[config.mk]
export PLATFORM = sky130hd
export DESIGN_NAME = dcblk_hpf
export DESIGN_NICKNAME = d
export VERILOG_FILES = /design/src/rtl/dcblk_pkg.sv /design/src/rtl/dcblk_sat.sv /design/src/rtl/dcblk_chan.sv /design/src/rtl/dcblk_hpf.sv
export SDC_FILE = /design/constraint.sdc
export NUM_CORES = 1
export LEC_CHECK = 0
export BUFFER_PORTS_ARGS = -buffer_cell sky130_fd_sc_hd__buf_4
export CAP_MARGIN = 30
export CORE_MARGIN = 2
export CORE_UTILIZATION = 35
export DETAILED_ROUTE_END_ITERATION = 10
export HOLD_SLACK_MARGIN = 0.12
export SLEW_MARGIN = 20
export SYNTH_ARGS = -nofsm -noshare
export SYNTH_HDL_FRONTEND = slang
export SYNTH_SLANG_ARGS = --single-unit
export TNS_END_PERCENT = 30
[constraint.sdc]
create_clock -name clk -period 6.9 [get_ports clk]
set_input_delay 0.69 -clock clk [delete_from_list [all_inputs] [get_ports clk]]
set_output_delay 0.69 -clock clk [all_outputs]
set_load 0.01 [all_outputs]
[src/rtl/dcblk_pkg.sv]
// Package: default widths and the channel count shared by the filter modules.
package dcblk_pkg;
    localparam int DEF_SAMPLE_W   = 24;  // sample width in bits
    localparam int DEF_FRAC_W     = 12;  // guard bits below the sample LSB
    localparam int DEF_LEAK_SHIFT = 11;  // pole = 1 - 2^-DEF_LEAK_SHIFT
    localparam int NUM_CH         = 2;   // left and right
endpackage

[src/rtl/dcblk_sat.sv]
// dcblk_sat: clamps a wide signed value to the OUT_W signed range.
// Assumes IN_W > OUT_W. Purely combinational.
module dcblk_sat #(
    parameter int IN_W  = 26,
    parameter int OUT_W = 24
) (
    input  logic signed [IN_W-1:0]  din,
    output logic signed [OUT_W-1:0] dout
);
    localparam int TOP_W = IN_W - OUT_W + 1;

    logic fits;

    // Value fits when every bit from the sign position upward agrees.
    always_comb begin
        fits = (din[IN_W-1:OUT_W-1] == {TOP_W{1'b0}}) ||
               (din[IN_W-1:OUT_W-1] == {TOP_W{1'b1}});
        if (fits)
            dout = din[OUT_W-1:0];
        else if (din[IN_W-1])
            dout = {1'b1, {(OUT_W-1){1'b0}}};
        else
            dout = {1'b0, {(OUT_W-1){1'b1}}};
    end
endmodule

[src/rtl/dcblk_chan.sv]
// dcblk_chan: one channel of the first-order DC-blocking recursion
//   y = x - x_prev + y - (y >>> LEAK_SHIFT), held with FRAC_W guard bits.
// Assumes in_valid marks one sample per strobe; clear wins over in_valid.
// Output is registered: one clock of latency, also when bypassed.
module dcblk_chan #(
    parameter int SAMPLE_W   = 24,
    parameter int FRAC_W     = 12,
    parameter int LEAK_SHIFT = 11
) (
    input  logic                       clk,
    input  logic                       rst_n,
    input  logic                       clear,
    input  logic                       bypass,
    input  logic                       in_valid,
    input  logic signed [SAMPLE_W-1:0] x_in,
    output logic signed [SAMPLE_W-1:0] y_out
);
    localparam int ACC_W = SAMPLE_W + FRAC_W + 2;
    localparam int INT_W = SAMPLE_W + 2;

    logic signed [SAMPLE_W-1:0] x_prev;
    logic signed [ACC_W-1:0]    y_q;
    logic signed [ACC_W-1:0]    y_next;
    logic signed [ACC_W-1:0]    x_scaled;
    logic signed [ACC_W-1:0]    xp_scaled;
    logic signed [INT_W-1:0]    y_int;
    logic signed [SAMPLE_W-1:0] y_sat;

    // Next accumulator value: difference term plus leaky feedback.
    always_comb begin
        x_scaled  = ACC_W'(x_in) <<< FRAC_W;
        xp_scaled = ACC_W'(x_prev) <<< FRAC_W;
        y_next    = y_q + (x_scaled - xp_scaled) - (y_q >>> LEAK_SHIFT);
        y_int     = y_next[ACC_W-1:FRAC_W];
    end

    dcblk_sat #(.IN_W(INT_W), .OUT_W(SAMPLE_W)) u_sat (
        .din  (y_int),
        .dout (y_sat)
    );

    // State and output registers; clear and reset wipe everything.
    always_ff @(posedge clk) begin
        if (!rst_n || clear) begin
            x_prev <= '0;
            y_q    <= '0;
            y_out  <= '0;
        end else if (in_valid) begin
            x_prev <= x_in;
            y_q    <= y_next;
            y_out  <= bypass ? x_in : y_sat;
        end
    end


    clear_wipe_chk: assert property (@(posedge clk) disable iff (!rst_n)
        clear |=> (y_q == '0 && x_prev == '0 && y_out == '0));


    bypass_pass_chk: assert property (@(posedge clk) disable iff (!rst_n)
        (in_valid && bypass && !clear) |=> (y_out == $past(x_in)));


    hold_out_chk: assert property (@(posedge clk) disable iff (!rst_n)
        (!in_valid && !clear) |=> $stable(y_out));
endmodule

[src/rtl/dcblk_hpf.sv]
// dcblk_hpf: stereo DC-blocking high-pass filter. One dcblk_chan per
// channel, one shared valid strobe, bypass and clear.
// Assumes clear is held while the ADC is disabled or powered down.
module dcblk_hpf #(
    parameter int SAMPLE_W   = dcblk_pkg::DEF_SAMPLE_W,
    parameter int FRAC_W     = dcblk_pkg::DEF_FRAC_W,
    parameter int LEAK_SHIFT = dcblk_pkg::DEF_LEAK_SHIFT
) (
    input  logic                clk,
    input  logic                rst_n,
    input  logic                clear,
    input  logic                bypass,
    input  logic                in_valid,
    input  logic [SAMPLE_W-1:0] in_left,
    input  logic [SAMPLE_W-1:0] in_right,
    output logic                out_valid,
    output logic [SAMPLE_W-1:0] out_left,
    output logic [SAMPLE_W-1:0] out_right
);
    localparam int NCH = dcblk_pkg::NUM_CH;

    logic signed [SAMPLE_W-1:0] ch_in  [NCH];
    logic signed [SAMPLE_W-1:0] ch_out [NCH];

    // Route stereo ports onto the channel arrays.
    always_comb begin
        ch_in[0]  = in_left;
        ch_in[1]  = in_right;
        out_left  = ch_out[0];
        out_right = ch_out[1];
    end

    for (genvar c = 0; c < NCH; c++) begin : g_ch
        dcblk_chan #(
            .SAMPLE_W   (SAMPLE_W),
            .FRAC_W     (FRAC_W),
            .LEAK_SHIFT (LEAK_SHIFT)
        ) u_chan (
            .clk      (clk),
            .rst_n    (rst_n),
            .clear    (clear),
            .bypass   (bypass),
            .in_valid (in_valid),
            .x_in     (ch_in[c]),
            .y_out    (ch_out[c])
        );
    end

    // Output strobe: one clock behind an accepted input.
    always_ff @(posedge clk) begin
        if (!rst_n || clear)
            out_valid <= 1'b0;
        else
            out_valid <= in_valid;
    end


    valid_follow_chk: assert property (@(posedge clk) disable iff (!rst_n)
        (in_valid && !clear) |=> out_valid);


    valid_drop_chk: assert property (@(posedge clk) disable iff (!rst_n)
        (clear || !in_valid) |=> !out_valid);
endmodule

==> parameters.txt <==
Parameter                              Value

STA
  Setup TNS    0 ps
  Actual transition at the worst max-transition pin    1016 ps
  Number of endpoints failing setup at the final stage    0
  Final period utilization    74.69%
  Highest clock frequency the design can meet    between 0.15 and 0.2 GHz
  Clock tree skew after final layout    about 10 ps
  Tightest slew margin relative to the limit    32.15%
  Number of hold violations in the final report    0
  Max-slew violation total from the final report    0
  Setup repair after global routing missed its margin    false
  Final Critical Period    5154 ps

Logic synthesis
  Share of flip-flops with an asynchronous set or reset after synthesis    0%
  Cell with the most instances after synthesis    sky130_fd_sc_hd__inv_1
  Synth Register Bits    173
  Mean post-synth cell area    8.554 um2
  Top cell type's share of synthesized area    about a quarter
  Syn. warnings    0
  Number of distinct library cell variants in the gate-level netlist after synthesis    69
  Sequential area share after synthesis    between 20% and 30%
  Post-synth top area cell    sky130_fd_sc_hd__dfxtp_1
  Area share of and/or/nand/nor cells after synthesis    a little over a tenth
  Synth Area in Compound Gates    18.12%
  Largest family of logic cells by synthesized area    adder cells
  Mux share of post-synthesis cell area    7.175%
  Count of flip-flops with a built-in enable after synthesis    0
  Most area-consuming cells after synthesis    sky130_fd_sc_hd__dfxtp_1, sky130_fd_sc_hd__fa_1, sky130_fd_sc_hd__ha_1
  Synthesized-area fraction occupied by adder cells    24.79%
  XOR/XNOR Fraction of Synth Area    4.466%
  Synth Net Count    1898
  Cell count after synthesis    1631
  Most used DFF post-synth    sky130_fd_sc_hd__dfxtp_1
  Leading post-synthesis cells by instance count    sky130_fd_sc_hd__inv_1, sky130_fd_sc_hd__dfxtp_1, sky130_fd_sc_hd__nor2_1, sky130_fd_sc_hd__ha_1, sky130_fd_sc_hd__fa_1
  Post-Syn Area    13950 um2

Min path
  Worst hold path depth    2
  Worst min-delay path category    reg -> reg
  Hold EP    g_ch[1].u_chan.y_out[20]$_SDFFE_PP0P_
  Hold Startpoint    g_ch[1].u_chan.y_out[20]$_SDFFE_PP0P_

Floorplanning
  Initial core utilization    35.27%
  Placement Rows    73
  Core Footprint    39550 um2
  Floorplan die height    203.7 um
  Number of ports placed on the die boundary    102
  DIE AREA    41470 um2
  DIE WIDTH    203.7 um

Placed design
  Post-DP HPWL    between 20000 and 30000 um
  Count of input and output buffers    101
  RePlAce Congestion    approximately 0.90

Clocking
  Post-CTS repair timing setup buffer count    0
  H-tree Lvls    4
  Inserted Clock Buffers    17
  TritonCTS clock tree    built
  Clk sinks    173
  Clk Latency, worst-skew pair    between 400 and 500 ps
  Post-cts hold buffer count    0
  Cell at the root of the clock tree    sky130_fd_sc_hd__clkbuf_16
  Number of gates resized after CTS    0
  Number of buffers between clock root and the deepest sink    2
  Clock-pin slew of the registers on the worst-case setup and hold paths    70 ps

Global routing
  Overflow left after global routing    0
  Wire length of the first global-routing pass    around 60000 um
  Pin count of the biggest net entering global routing    70
  Vias in the first global route    11183
  GRT Total Usage    a little under a fifth
  Number of antenna violations at the first check in global routing    0

Worst setup path
  Worst reg2reg setup slack    1750 ps
  Crit end category    flop
  Critical path peak fanout    23
  Critical setup path kind    reg -> reg
  Worst r2r src    g_ch[1].u_chan.y_q[37]$_SDFFE_PP0P_
  Required time worst endpoint    7230 ps
  Arrival time reported for the critical path endpoint    5490 ps
  R2r worst-path depth    16
  Startpoint type of the worst setup path    flop
  Worst reg2reg path endpoint    g_ch[1].u_chan.y_out[5]$_SDFFE_PP0P_

Finish
  Diodes inserted    0
  Area growth from synthesis to layout    13.06%
  Ratio of cells with drive above 1 in the final layout    11.76%
  Net count, final    1954

Route
  Vias per cell    5.009
  Final WL    about 37000 um
  Via count    11145
  DR DRC count    0
  Number of antenna-violating nets in the routed design    0
  WL per Instance    between 15 and 20 um
  Number of violations reported at the end of detailed-routing iteration 0    707
  Number of detailed-route iterations in the first pass    5

Job
  Number of max-capacitance violations reported    0

Status
  Status    finished clean
[worst max-delay path by stage]
stage                                             start                                    end  slack [ps]  cells past startpoint
global placement                            in_right[2]  g_ch[1].u_chan.y_out[22]$_SDFFE_PP0P_        1560                     17
floorplan                                    in_left[4]   g_ch[0].u_chan.y_out[0]$_SDFFE_PP0P_        2330                     18
detailed placement                          in_right[2]  g_ch[1].u_chan.y_out[22]$_SDFFE_PP0P_        1470                     17
CTS                 g_ch[0].u_chan.y_q[37]$_SDFFE_PP0P_  g_ch[0].u_chan.y_out[16]$_SDFFE_PP0P_        1790                     14
global route        g_ch[1].u_chan.y_q[37]$_SDFFE_PP0P_  g_ch[1].u_chan.y_out[22]$_SDFFE_PP0P_        1390                     16
finish              g_ch[1].u_chan.y_q[37]$_SDFFE_PP0P_   g_ch[1].u_chan.y_out[5]$_SDFFE_PP0P_        1750                     16
[critical path, cell delays in order (launching register included)]
cell	delay, ps
sky130_fd_sc_hd__dfxtp_1	310
sky130_fd_sc_hd__buf_4	250
sky130_fd_sc_hd__fa_1	480
sky130_fd_sc_hd__fa_1	490
sky130_fd_sc_hd__inv_1	40
sky130_fd_sc_hd__ha_1	340
sky130_fd_sc_hd__a21oi_2	220
sky130_fd_sc_hd__o2111ai_1	210
sky130_fd_sc_hd__nor3_1	230
sky130_fd_sc_hd__a21oi_1	90
sky130_fd_sc_hd__a21boi_1	180
sky130_fd_sc_hd__a221oi_1	470
sky130_fd_sc_hd__o21ai_1	120
sky130_fd_sc_hd__xnor2_1	200
sky130_fd_sc_hd__or4b_1	1000
sky130_fd_sc_hd__a21oi_1	300
sky130_fd_sc_hd__o21ai_1	70
[flip-flops by register name, indices dropped and copies added, names as in the netlist]
signal              cells
g_ch.u_chan.y_q        76
g_ch.u_chan.x_prev     48
out_valid               1
g_ch.u_chan.y_out      48
[routing by layer]
metal / wire length (um) / track usage [%] / vias up
li1: - / - / 5512
met5: 0 / 0 / -
met3: 1430 / 2.908 / 39
met2: 16900 / 29.90 / 221
met1: 17560 / 25.34 / 5373
met4: 703 / 5.136 / 0
[area by class of cell]
type,count,area (um2)
Clock buffer,19,452.9
Clock inverter,13,186.4
Fill cell,4012,23780
Inverter,271,1017
Multi-Input combinational cell,1115,9154
Sequential cell,173,3463
Tap cell,525,656.9
Timing Repair Buffer,109,842.1
[metrics by stage]
stage               util [%]  setup slack [ps]  area, um2  instances  hold WS, ps
global placement       38.19              1560      15110       2192        439.5
floorplan                  -              2325      13950       1631        440.9
global route           39.88              1394      15770       2225        470.4
finish                 39.88              1746      15770       2225        451.9
detailed placement     38.26              1465      15130       2193        443.1
CTS                    39.88              1794      15770       2225        452.1
[logic make-up (layout without fill, tap and decap cells)]
group,after synthesis,after routing
adder cells (fa/ha/maj),214,214
AO/OA/AOI/OAI,382,382
flip-flops,173,173
XOR/XNOR,69,69
AND/OR/NAND/NOR,350,350
multiplexers,100,100
buffers and inverters,343,412
[cells in the final DEF, fill, tap and decap left out, types with 5 or more instances in the layout]
cell	count
sky130_fd_sc_hd__a21oi_1	103
sky130_fd_sc_hd__o21ai_1	26
sky130_fd_sc_hd__a211oi_2	20
sky130_fd_sc_hd__o21ai_2	21
sky130_fd_sc_hd__fa_1	104
sky130_fd_sc_hd__a211oi_1	15
sky130_fd_sc_hd__nand2b_1	5
sky130_fd_sc_hd__o21a_1	8
sky130_fd_sc_hd__dfxtp_1	173
sky130_fd_sc_hd__clkbuf_16	17
sky130_fd_sc_hd__nand3_1	17
sky130_fd_sc_hd__mux2i_1	100
sky130_fd_sc_hd__inv_1	270
sky130_fd_sc_hd__nand2_1	102
sky130_fd_sc_hd__buf_4	107
sky130_fd_sc_hd__xor2_1	26
sky130_fd_sc_hd__a21o_1	41
sky130_fd_sc_hd__nor3_1	14
sky130_fd_sc_hd__ha_1	110
sky130_fd_sc_hd__a31oi_1	9
sky130_fd_sc_hd__nand4_1	14
sky130_fd_sc_hd__nor2b_1	7
sky130_fd_sc_hd__xnor2_1	42
sky130_fd_sc_hd__nor2_1	165
sky130_fd_sc_hd__o21ai_0	88
sky130_fd_sc_hd__o21bai_1	11
Power is left out: the tool's default activity adds up to more than one toggle a clock period on the data nets, which glitch-free logic cannot reach.
